File: config.mk
export PLATFORM = sky130hd
export DESIGN_NAME = uart_rx_stat
export DESIGN_NICKNAME = d
export VERILOG_FILES = /design/src/rtl/uart_rx_pkg.sv /design/src/rtl/uart_rx_sync.sv /design/src/rtl/uart_rx_frame.sv /design/src/rtl/uart_rx_regs.sv /design/src/rtl/uart_rx_stat.sv
export SDC_FILE = /design/constraint.sdc
export NUM_CORES = 1
export LEC_CHECK = 0
export ABC_AREA = 1
export BUFFER_PORTS_ARGS = -buffer_cell sky130_fd_sc_hd__buf_4
export CAP_MARGIN = 10
export CORE_ASPECT_RATIO = 1.5
export CORE_MARGIN = 2
export CORE_UTILIZATION = 40
export CTS_BUF_LIST = sky130_fd_sc_hd__clkbuf_16
export DETAILED_ROUTE_END_ITERATION = 10
export GPL_TIMING_DRIVEN = 0
export PLACE_DENSITY_LB_ADDON = 0.08
export SETUP_SLACK_MARGIN = 0.4
export SLEW_MARGIN = 20
export SYNTH_ARGS = -nofsm -noshare
export SYNTH_HDL_FRONTEND = slang
export SYNTH_SLANG_ARGS = --single-unit
File: constraint.sdc
create_clock -name clk -period 1.8 [get_ports clk]
set_clock_uncertainty 0.2 [all_clocks]
set_input_delay 0.18 -clock clk [delete_from_list [all_inputs] [get_ports clk]]
set_output_delay 0.18 -clock clk [all_outputs]
set_load 0.05 [all_outputs]
File: src/rtl/uart_rx_pkg.sv
// Shared types and helpers for the oversampled serial receiver.
// Assumes a single clock domain; the serial pad is synchronised inside the top.
package uart_rx_pkg;

    typedef enum logic [1:0] {
        ST_IDLE  = 2'd0,
        ST_START = 2'd1,
        ST_DATA  = 2'd2,
        ST_STOP  = 2'd3
    } rx_state_e;

    localparam logic ADDR_DATA = 1'b0;
    localparam logic ADDR_STAT = 1'b1;

    // Two-of-three majority of a vote vector.
    function automatic logic maj3(input logic [2:0] v);
        return (v[0] & v[1]) | (v[0] & v[2]) | (v[1] & v[2]);
    endfunction

endpackage

File: src/rtl/uart_rx_sync.sv
// Multi-stage synchroniser for the serial pad.
// Assumes the idle line level is 1, so every stage resets to 1.
module uart_rx_sync #(
    parameter int STAGES = 2
) (
    input  logic clk,
    input  logic rst_n,
    input  logic din,
    output logic dout
);
    logic [STAGES-1:0] chain_q;

    // Shift the pad value through the synchroniser chain.
    always_ff @(posedge clk) begin
        if (!rst_n) chain_q <= '1;
        else        chain_q <= {chain_q[STAGES-2:0], din};
    end

    assign dout = chain_q[STAGES-1];
endmodule

File: src/rtl/uart_rx_frame.sv
// Frame engine: finds the start edge, counts oversampling ticks, takes three
// votes per bit and assembles the data bits LSB first.
// Assumes os_tick is a one-cycle pulse and frame9 is stable during a frame.
module uart_rx_frame
    import uart_rx_pkg::*;
#(
    parameter int OSR    = 16,
    parameter int DATA_W = 8
) (
    input  logic              clk,
    input  logic              rst_n,
    input  logic              os_tick,
    input  logic              rxd_s,
    input  logic              rx_en,
    input  logic              frame9,
    output logic              frm_done,
    output logic              frm_ferr,
    output logic [DATA_W:0]   frm_data
);
    localparam int CW     = $clog2(OSR);
    localparam int IW     = $clog2(DATA_W + 1);
    localparam int VOTE_A = OSR / 2 - 1;
    localparam int VOTE_C = OSR / 2 + 1;
    localparam logic [CW-1:0] CNT_LAST = CW'(OSR - 1);
    localparam logic [IW-1:0] IDX_8    = IW'(DATA_W - 1);
    localparam logic [IW-1:0] IDX_9    = IW'(DATA_W);

    rx_state_e      state_q;
    logic [CW-1:0]  os_cnt_q;
    logic [IW-1:0]  bit_idx_q;
    logic [2:0]     votes_q;
    logic [DATA_W:0] shreg_q;
    logic           rxd_prev_q;
    logic           in_window;
    logic           bit_val;
    logic [IW-1:0]  last_idx;

    // Decode the sampling window and the majority of the collected votes.
    always_comb begin
        in_window = (int'(os_cnt_q) >= VOTE_A) && (int'(os_cnt_q) <= VOTE_C);
        bit_val   = maj3(votes_q);
        last_idx  = frame9 ? IDX_9 : IDX_8;
    end

    // Frame sequencing, vote collection and data assembly.
    always_ff @(posedge clk) begin
        if (!rst_n) begin
            state_q    <= ST_IDLE;
            os_cnt_q   <= '0;
            bit_idx_q  <= '0;
            votes_q    <= '0;
            shreg_q    <= '0;
            rxd_prev_q <= 1'b1;
            frm_done   <= 1'b0;
            frm_ferr   <= 1'b0;
        end else begin
            rxd_prev_q <= rxd_s;
            frm_done   <= 1'b0;
            if (!rx_en) begin
                state_q <= ST_IDLE;
            end else if (state_q == ST_IDLE) begin
                if (rxd_prev_q && !rxd_s) begin
                    state_q   <= ST_START;
                    os_cnt_q  <= '0;
                    bit_idx_q <= '0;
                    votes_q   <= '0;
                end
            end else if (os_tick) begin
                if (in_window) votes_q <= {votes_q[1:0], rxd_s};
                os_cnt_q <= (os_cnt_q == CNT_LAST) ? '0 : os_cnt_q + 1'b1;
                if (os_cnt_q == CNT_LAST) begin
                    case (state_q)
                        ST_START: state_q <= bit_val ? ST_IDLE : ST_DATA;
                        ST_DATA: begin
                            shreg_q[bit_idx_q] <= bit_val;
                            if (bit_idx_q == last_idx) state_q <= ST_STOP;
                            else bit_idx_q <= bit_idx_q + 1'b1;
                        end
                        ST_STOP: begin
                            frm_done <= 1'b1;
                            frm_ferr <= !bit_val;
                            state_q  <= ST_IDLE;
                        end
                        default: state_q <= ST_IDLE;
                    endcase
                end
            end
        end
    end

    assign frm_data = shreg_q;

    AST_DISABLED_IDLE: assert property (@(posedge clk) disable iff (!rst_n)
        !rx_en |=> (state_q == ST_IDLE));
    AST_DONE_AFTER_STOP: assert property (@(posedge clk) disable iff (!rst_n)
        frm_done |-> ($past(state_q) == ST_STOP));
endmodule

File: src/rtl/uart_rx_regs.sv
// Register side: data register, ninth bit, status flags, clear sequence and
// interrupt. Assumes a read is a one-cycle bus_rd pulse with a valid address.
module uart_rx_regs
    import uart_rx_pkg::*;
#(
    parameter int DATA_W = 8
) (
    input  logic              clk,
    input  logic              rst_n,
    input  logic              frm_done,
    input  logic              frm_ferr,
    input  logic [DATA_W:0]   frm_data,
    input  logic              frame9,
    input  logic              bus_rd,
    input  logic              bus_addr,
    input  logic              irq_en,
    input  logic              irq_ack,
    output logic [7:0]        bus_rdata,
    output logic              rx_bit8,
    output logic              rx_irq
);
    logic [DATA_W-1:0] data_q;
    logic              bit8_q;
    logic              rxc_q;
    logic              fe_q;
    logic              or_q;
    logic              unread_q;
    logic              armed_q;
    logic              stat_rd;
    logic              data_rd;

    // Decode the two read events.
    always_comb begin
        stat_rd = bus_rd && (bus_addr == ADDR_STAT);
        data_rd = bus_rd && (bus_addr == ADDR_DATA);
    end

    // Flag and data register updates; a transfer takes priority over clears.
    always_ff @(posedge clk) begin
        if (!rst_n) begin
            data_q   <= '0;
            bit8_q   <= 1'b0;
            rxc_q    <= 1'b0;
            fe_q     <= 1'b0;
            or_q     <= 1'b0;
            unread_q <= 1'b0;
            armed_q  <= 1'b0;
        end else if (frm_done) begin
            data_q   <= frm_data[DATA_W-1:0];
            if (frame9) bit8_q <= frm_data[DATA_W];
            fe_q     <= frm_ferr;
            or_q     <= unread_q && !data_rd;
            unread_q <= 1'b1;
            rxc_q    <= 1'b1;
            armed_q  <= 1'b0;
        end else begin
            if (stat_rd && rxc_q) armed_q <= 1'b1;
            if (data_rd) begin
                unread_q <= 1'b0;
                if (armed_q) begin
                    rxc_q   <= 1'b0;
                    armed_q <= 1'b0;
                end
            end
            if (irq_ack) begin
                rxc_q   <= 1'b0;
                armed_q <= 1'b0;
            end
        end
    end

    // Read multiplexer for the data and status addresses.
    always_comb begin
        if (bus_addr == ADDR_STAT) bus_rdata = {rxc_q, 1'b1, 1'b1, fe_q, or_q, 3'b000};
        else                       bus_rdata = 8'(data_q);
    end

    assign rx_bit8 = bit8_q;
    assign rx_irq  = irq_en && rxc_q;

    AST_DONE_SETS_RXC: assert property (@(posedge clk) disable iff (!rst_n)
        frm_done |=> rxc_q);
    AST_FERR_FLAG: assert property (@(posedge clk) disable iff (!rst_n)
        (frm_done && frm_ferr) |=> fe_q);
    AST_OVERRUN_FLAG: assert property (@(posedge clk) disable iff (!rst_n)
        (frm_done && unread_q && !data_rd) |=> or_q);
    AST_ACK_CLEARS: assert property (@(posedge clk) disable iff (!rst_n)
        (irq_ack && !frm_done) |=> !rxc_q);
    AST_LONE_DATA_READ: assert property (@(posedge clk) disable iff (!rst_n)
        (data_rd && rxc_q && !armed_q && !irq_ack && !frm_done) |=> rxc_q);
endmodule

File: src/rtl/uart_rx_stat.sv
// Top of the oversampled serial receiver: synchroniser, frame engine and
// register side. Assumes os_tick comes from an external rate generator.
module uart_rx_stat #(
    parameter int OSR         = 16,
    parameter int DATA_W      = 8,
    parameter int SYNC_STAGES = 2
) (
    input  logic       clk,
    input  logic       rst_n,
    input  logic       os_tick,
    input  logic       rxd_pad,
    input  logic       rx_en,
    input  logic       frame9,
    input  logic       irq_en,
    input  logic       irq_ack,
    input  logic       bus_rd,
    input  logic       bus_addr,
    output logic [7:0] bus_rdata,
    output logic       rx_bit8,
    output logic       rx_irq,
    output logic       rx_pin_claim
);
    logic            rxd_s;
    logic            frm_done;
    logic            frm_ferr;
    logic [DATA_W:0] frm_data;

    uart_rx_sync #(.STAGES(SYNC_STAGES)) u_sync (
        .clk  (clk),
        .rst_n(rst_n),
        .din  (rxd_pad),
        .dout (rxd_s)
    );

    uart_rx_frame #(.OSR(OSR), .DATA_W(DATA_W)) u_frame (
        .clk     (clk),
        .rst_n   (rst_n),
        .os_tick (os_tick),
        .rxd_s   (rxd_s),
        .rx_en   (rx_en),
        .frame9  (frame9),
        .frm_done(frm_done),
        .frm_ferr(frm_ferr),
        .frm_data(frm_data)
    );

    uart_rx_regs #(.DATA_W(DATA_W)) u_regs (
        .clk      (clk),
        .rst_n    (rst_n),
        .frm_done (frm_done),
        .frm_ferr (frm_ferr),
        .frm_data (frm_data),
        .frame9   (frame9),
        .bus_rd   (bus_rd),
        .bus_addr (bus_addr),
        .irq_en   (irq_en),
        .irq_ack  (irq_ack),
        .bus_rdata(bus_rdata),
        .rx_bit8  (rx_bit8),
        .rx_irq   (rx_irq)
    );

    assign rx_pin_claim = rx_en;
endmodule

==> run metrics <==
Power Density=759.5 nW/um^2; final wirelength=4851 um; drt initial violations=60; area delta synth->final=35.91%; Crit. End Element=register; first-pass GRT wire length=roughly 8400 um; initial antenna violation count=0; FMAX=0.6058 GHz; TritonCTS clock tree=built; Max clock buf depth=2; Antenna diodes=0; Nets=373; fin area=2884 sq um; Synth area leader=dfxtp_1; I/O pins=21; status=completed; DR pass1 iterations=4; synthesized area per cell=between 7 and 8 sq um; DP Area=2372 sq um; Synth top area share=about two fifths; #FFs+latches synth=between 40 and 50; all-layer global routing usage=between 10% and 20%; row count=32; Arr. time, crit path=1.62 ns; DR DRC count=0; Slew Limit Fails=0; DP Worst Slack=roughly 0.076 ns; Static Leak=approximately 1.3 nW; layout cells sized above 1=28.90%; data required time of the worst path=1.77 ns; Final HPWL DP=3411 um; maximum vdd ir drop=0.4692 mV; Synth cell types=23; final design utilization=56.27%; synth top area cells=dfxtp_1 39%, nand2_1 14%, a21oi_1 6.6%, ha_1 6.5%, nor2_1 6.2%; port bufs=19; clock period minus final worst setup slack=1.651 ns; Syn Nets=324; Final setup viols=0; Placer Congestion=0.8036; largest net degree at the start of global routing=13; Most used DFF post-synth=dfxtp_1; fin crit share=91.71%; worst skew pair latency=0.28 ns; setup tns final=0 ns; Max-cap violations=0; Seq/Total Area, Yosys=38.68%; CTS H-Tree Depth=2; RSZ-0062 raised after global routing=yes; Post-synth ARST share=0%; vias per cell=4.729; final number of hold-violating endpoints=0; Post-synth top cells=81 x nand2_1, 41 x dfxtp_1, 35 x nor2_1; cell area after synthesis=2122 sq um; core area=5125 sq um; Die Ht=93.21 um; vias=1,991; Post-synth EDFFs=0; Max-Slew Margin vs Limit=around three fifths; gr ovfl total=0; Die Area=between 5000 and 6000 sq um; Clk pin slew, worst setup/hold paths=0.06 ns; leading cell type by number of instances after synthesis=nand2_1; type of origin of the critical path=register; Hold Path Class=in2reg; DRT antenna net count=0; Synth Instances=303; Root Buffer=clkbuf_16; synth warn=0; critical path class=reg2reg; Slew @ Worst Pin=roughly 0.59 ns; number of global-route vias before repair=1,937; CTS Buf Count=5; Die X=63.47 um; WL/cell=11.52 um; peak fanout along the critical path=5; clk sinks=41; Worst Setup Slack, final=0.1492 ns; starting density of the core=about 41%
## logic make-up after synthesis
group,count (synthesis),synth area share (%)
AND/OR/NAND/NOR,162,34.32
flip-flops,41,38.68
AO/OA/AOI/OAI,43,10.32
buffers and inverters,46,10.20
adder cells (fa/ha/maj),11,6.486
## critical path, stage by stage (launching register included)
cell	delay [ns]
dfxtp_2	0.33
inv_2	0.05
ha_4	0.17
clkinv_4	0.06
nand2_4	0.06
nor3_4	0.26
buf_6	0.16
nand3_2	0.07
nor2_1	0.11
nor2_1	0.06
## area by class of cell
| type | instances | area, sq um |
|---|---|---|
| Buffer | 10 | 86.33 |
| Clock buffer | 5 | 125.1 |
| Clock inverter | 3 | 37.54 |
| Fill cell | 542 | 2241 |
| Inverter | 36 | 141.4 |
| Multi-Input combinational cell | 216 | 1205 |
| Sequential cell | 41 | 830.8 |
| Tap cell | 68 | 85.08 |
| Timing Repair Buffer | 42 | 372.9 |
## placed cells by master (no fill, tap or decap), types with 7 or more instances in the layout
cell,count
a21oi_1,26
buf_4,33
buf_6,7
dfxtp_1,35
ha_1,9
inv_1,29
nand2_1,73
nand3_1,17
nand3_2,11
nor2_1,34
o21ai_0,12
## flip-flops by register name, indices dropped and copies added, names as in the netlist
register            cells
u_frame.bit_idx_q       4
u_regs.or_q             1
u_frame.state_q         2
u_frame.rxd_prev_q      1
u_regs.fe_q             1
u_frame.os_cnt_q        4
u_frame.frm_data        9
u_frame.frm_ferr        1
u_frame.votes_q         3
u_sync.chain_q          2
u_regs.rxc_q            1
u_regs.unread_q         1
u_regs.armed_q          1
u_regs.data_q           8
u_frame.frm_done        1
u_regs.rx_bit8          1
## final timing paths
check | from | endpoint | slack [ns] | cells after the start
setup / recovery | u_frame.state_q[0] | u_frame.frm_data[3] | 0.15 | 9
hold / removal | frame9 | u_regs.rx_bit8 | 0.006 | 4
setup reg to reg | u_frame.state_q[0] | u_frame.frm_data[3] | 0.15 | 9
hold reg to reg | u_sync.chain_q[0] | u_sync.chain_q[1] | 0.21 | 1
## power breakdown
part           switching, W  total, W  internal, W
sequential        0.0000164  0.000938     0.000922
clock              0.000343  0.000987     0.000644
combinational      0.000143  0.000265     0.000122
total              0.000503   0.00219      0.00169
## timing repair
| action | CTS | global route |
|---|---|---|
| hold buffers | 3 | 0 |
| setup endpoints to repair | 26 | 28 |
| pin swaps | 9 | 17 |
| resized for setup | 23 | 27 |
| gates cloned | 3 | 0 |
| endpoints found under the hold margin | 3 | 0 |
| buffers inserted | 10 | 7 |
## metrics by stage
step / hold slack, ns / std cells / total power [W]
floorplan: 0.08658 / 303 / 0.001093
global placement: 0.1668 / 390 / 0.001150
CTS: 0.001121 / 414 / 0.002185
detailed placement: 0.1732 / 390 / 0.001151
global route: 0.02583 / 421 / 0.002283
finish: 0.006094 / 421 / 0.002191
## metal layers
layer	routed length [um]	up-vias	track usage (%)
li1	-	1056	-
met5	0	-	0
met2	2613	32	34.47
met1	2014	897	18.75
met3	161	6	3.610
met4	62	0	7.246
Power figures use the tool's default switching activity.
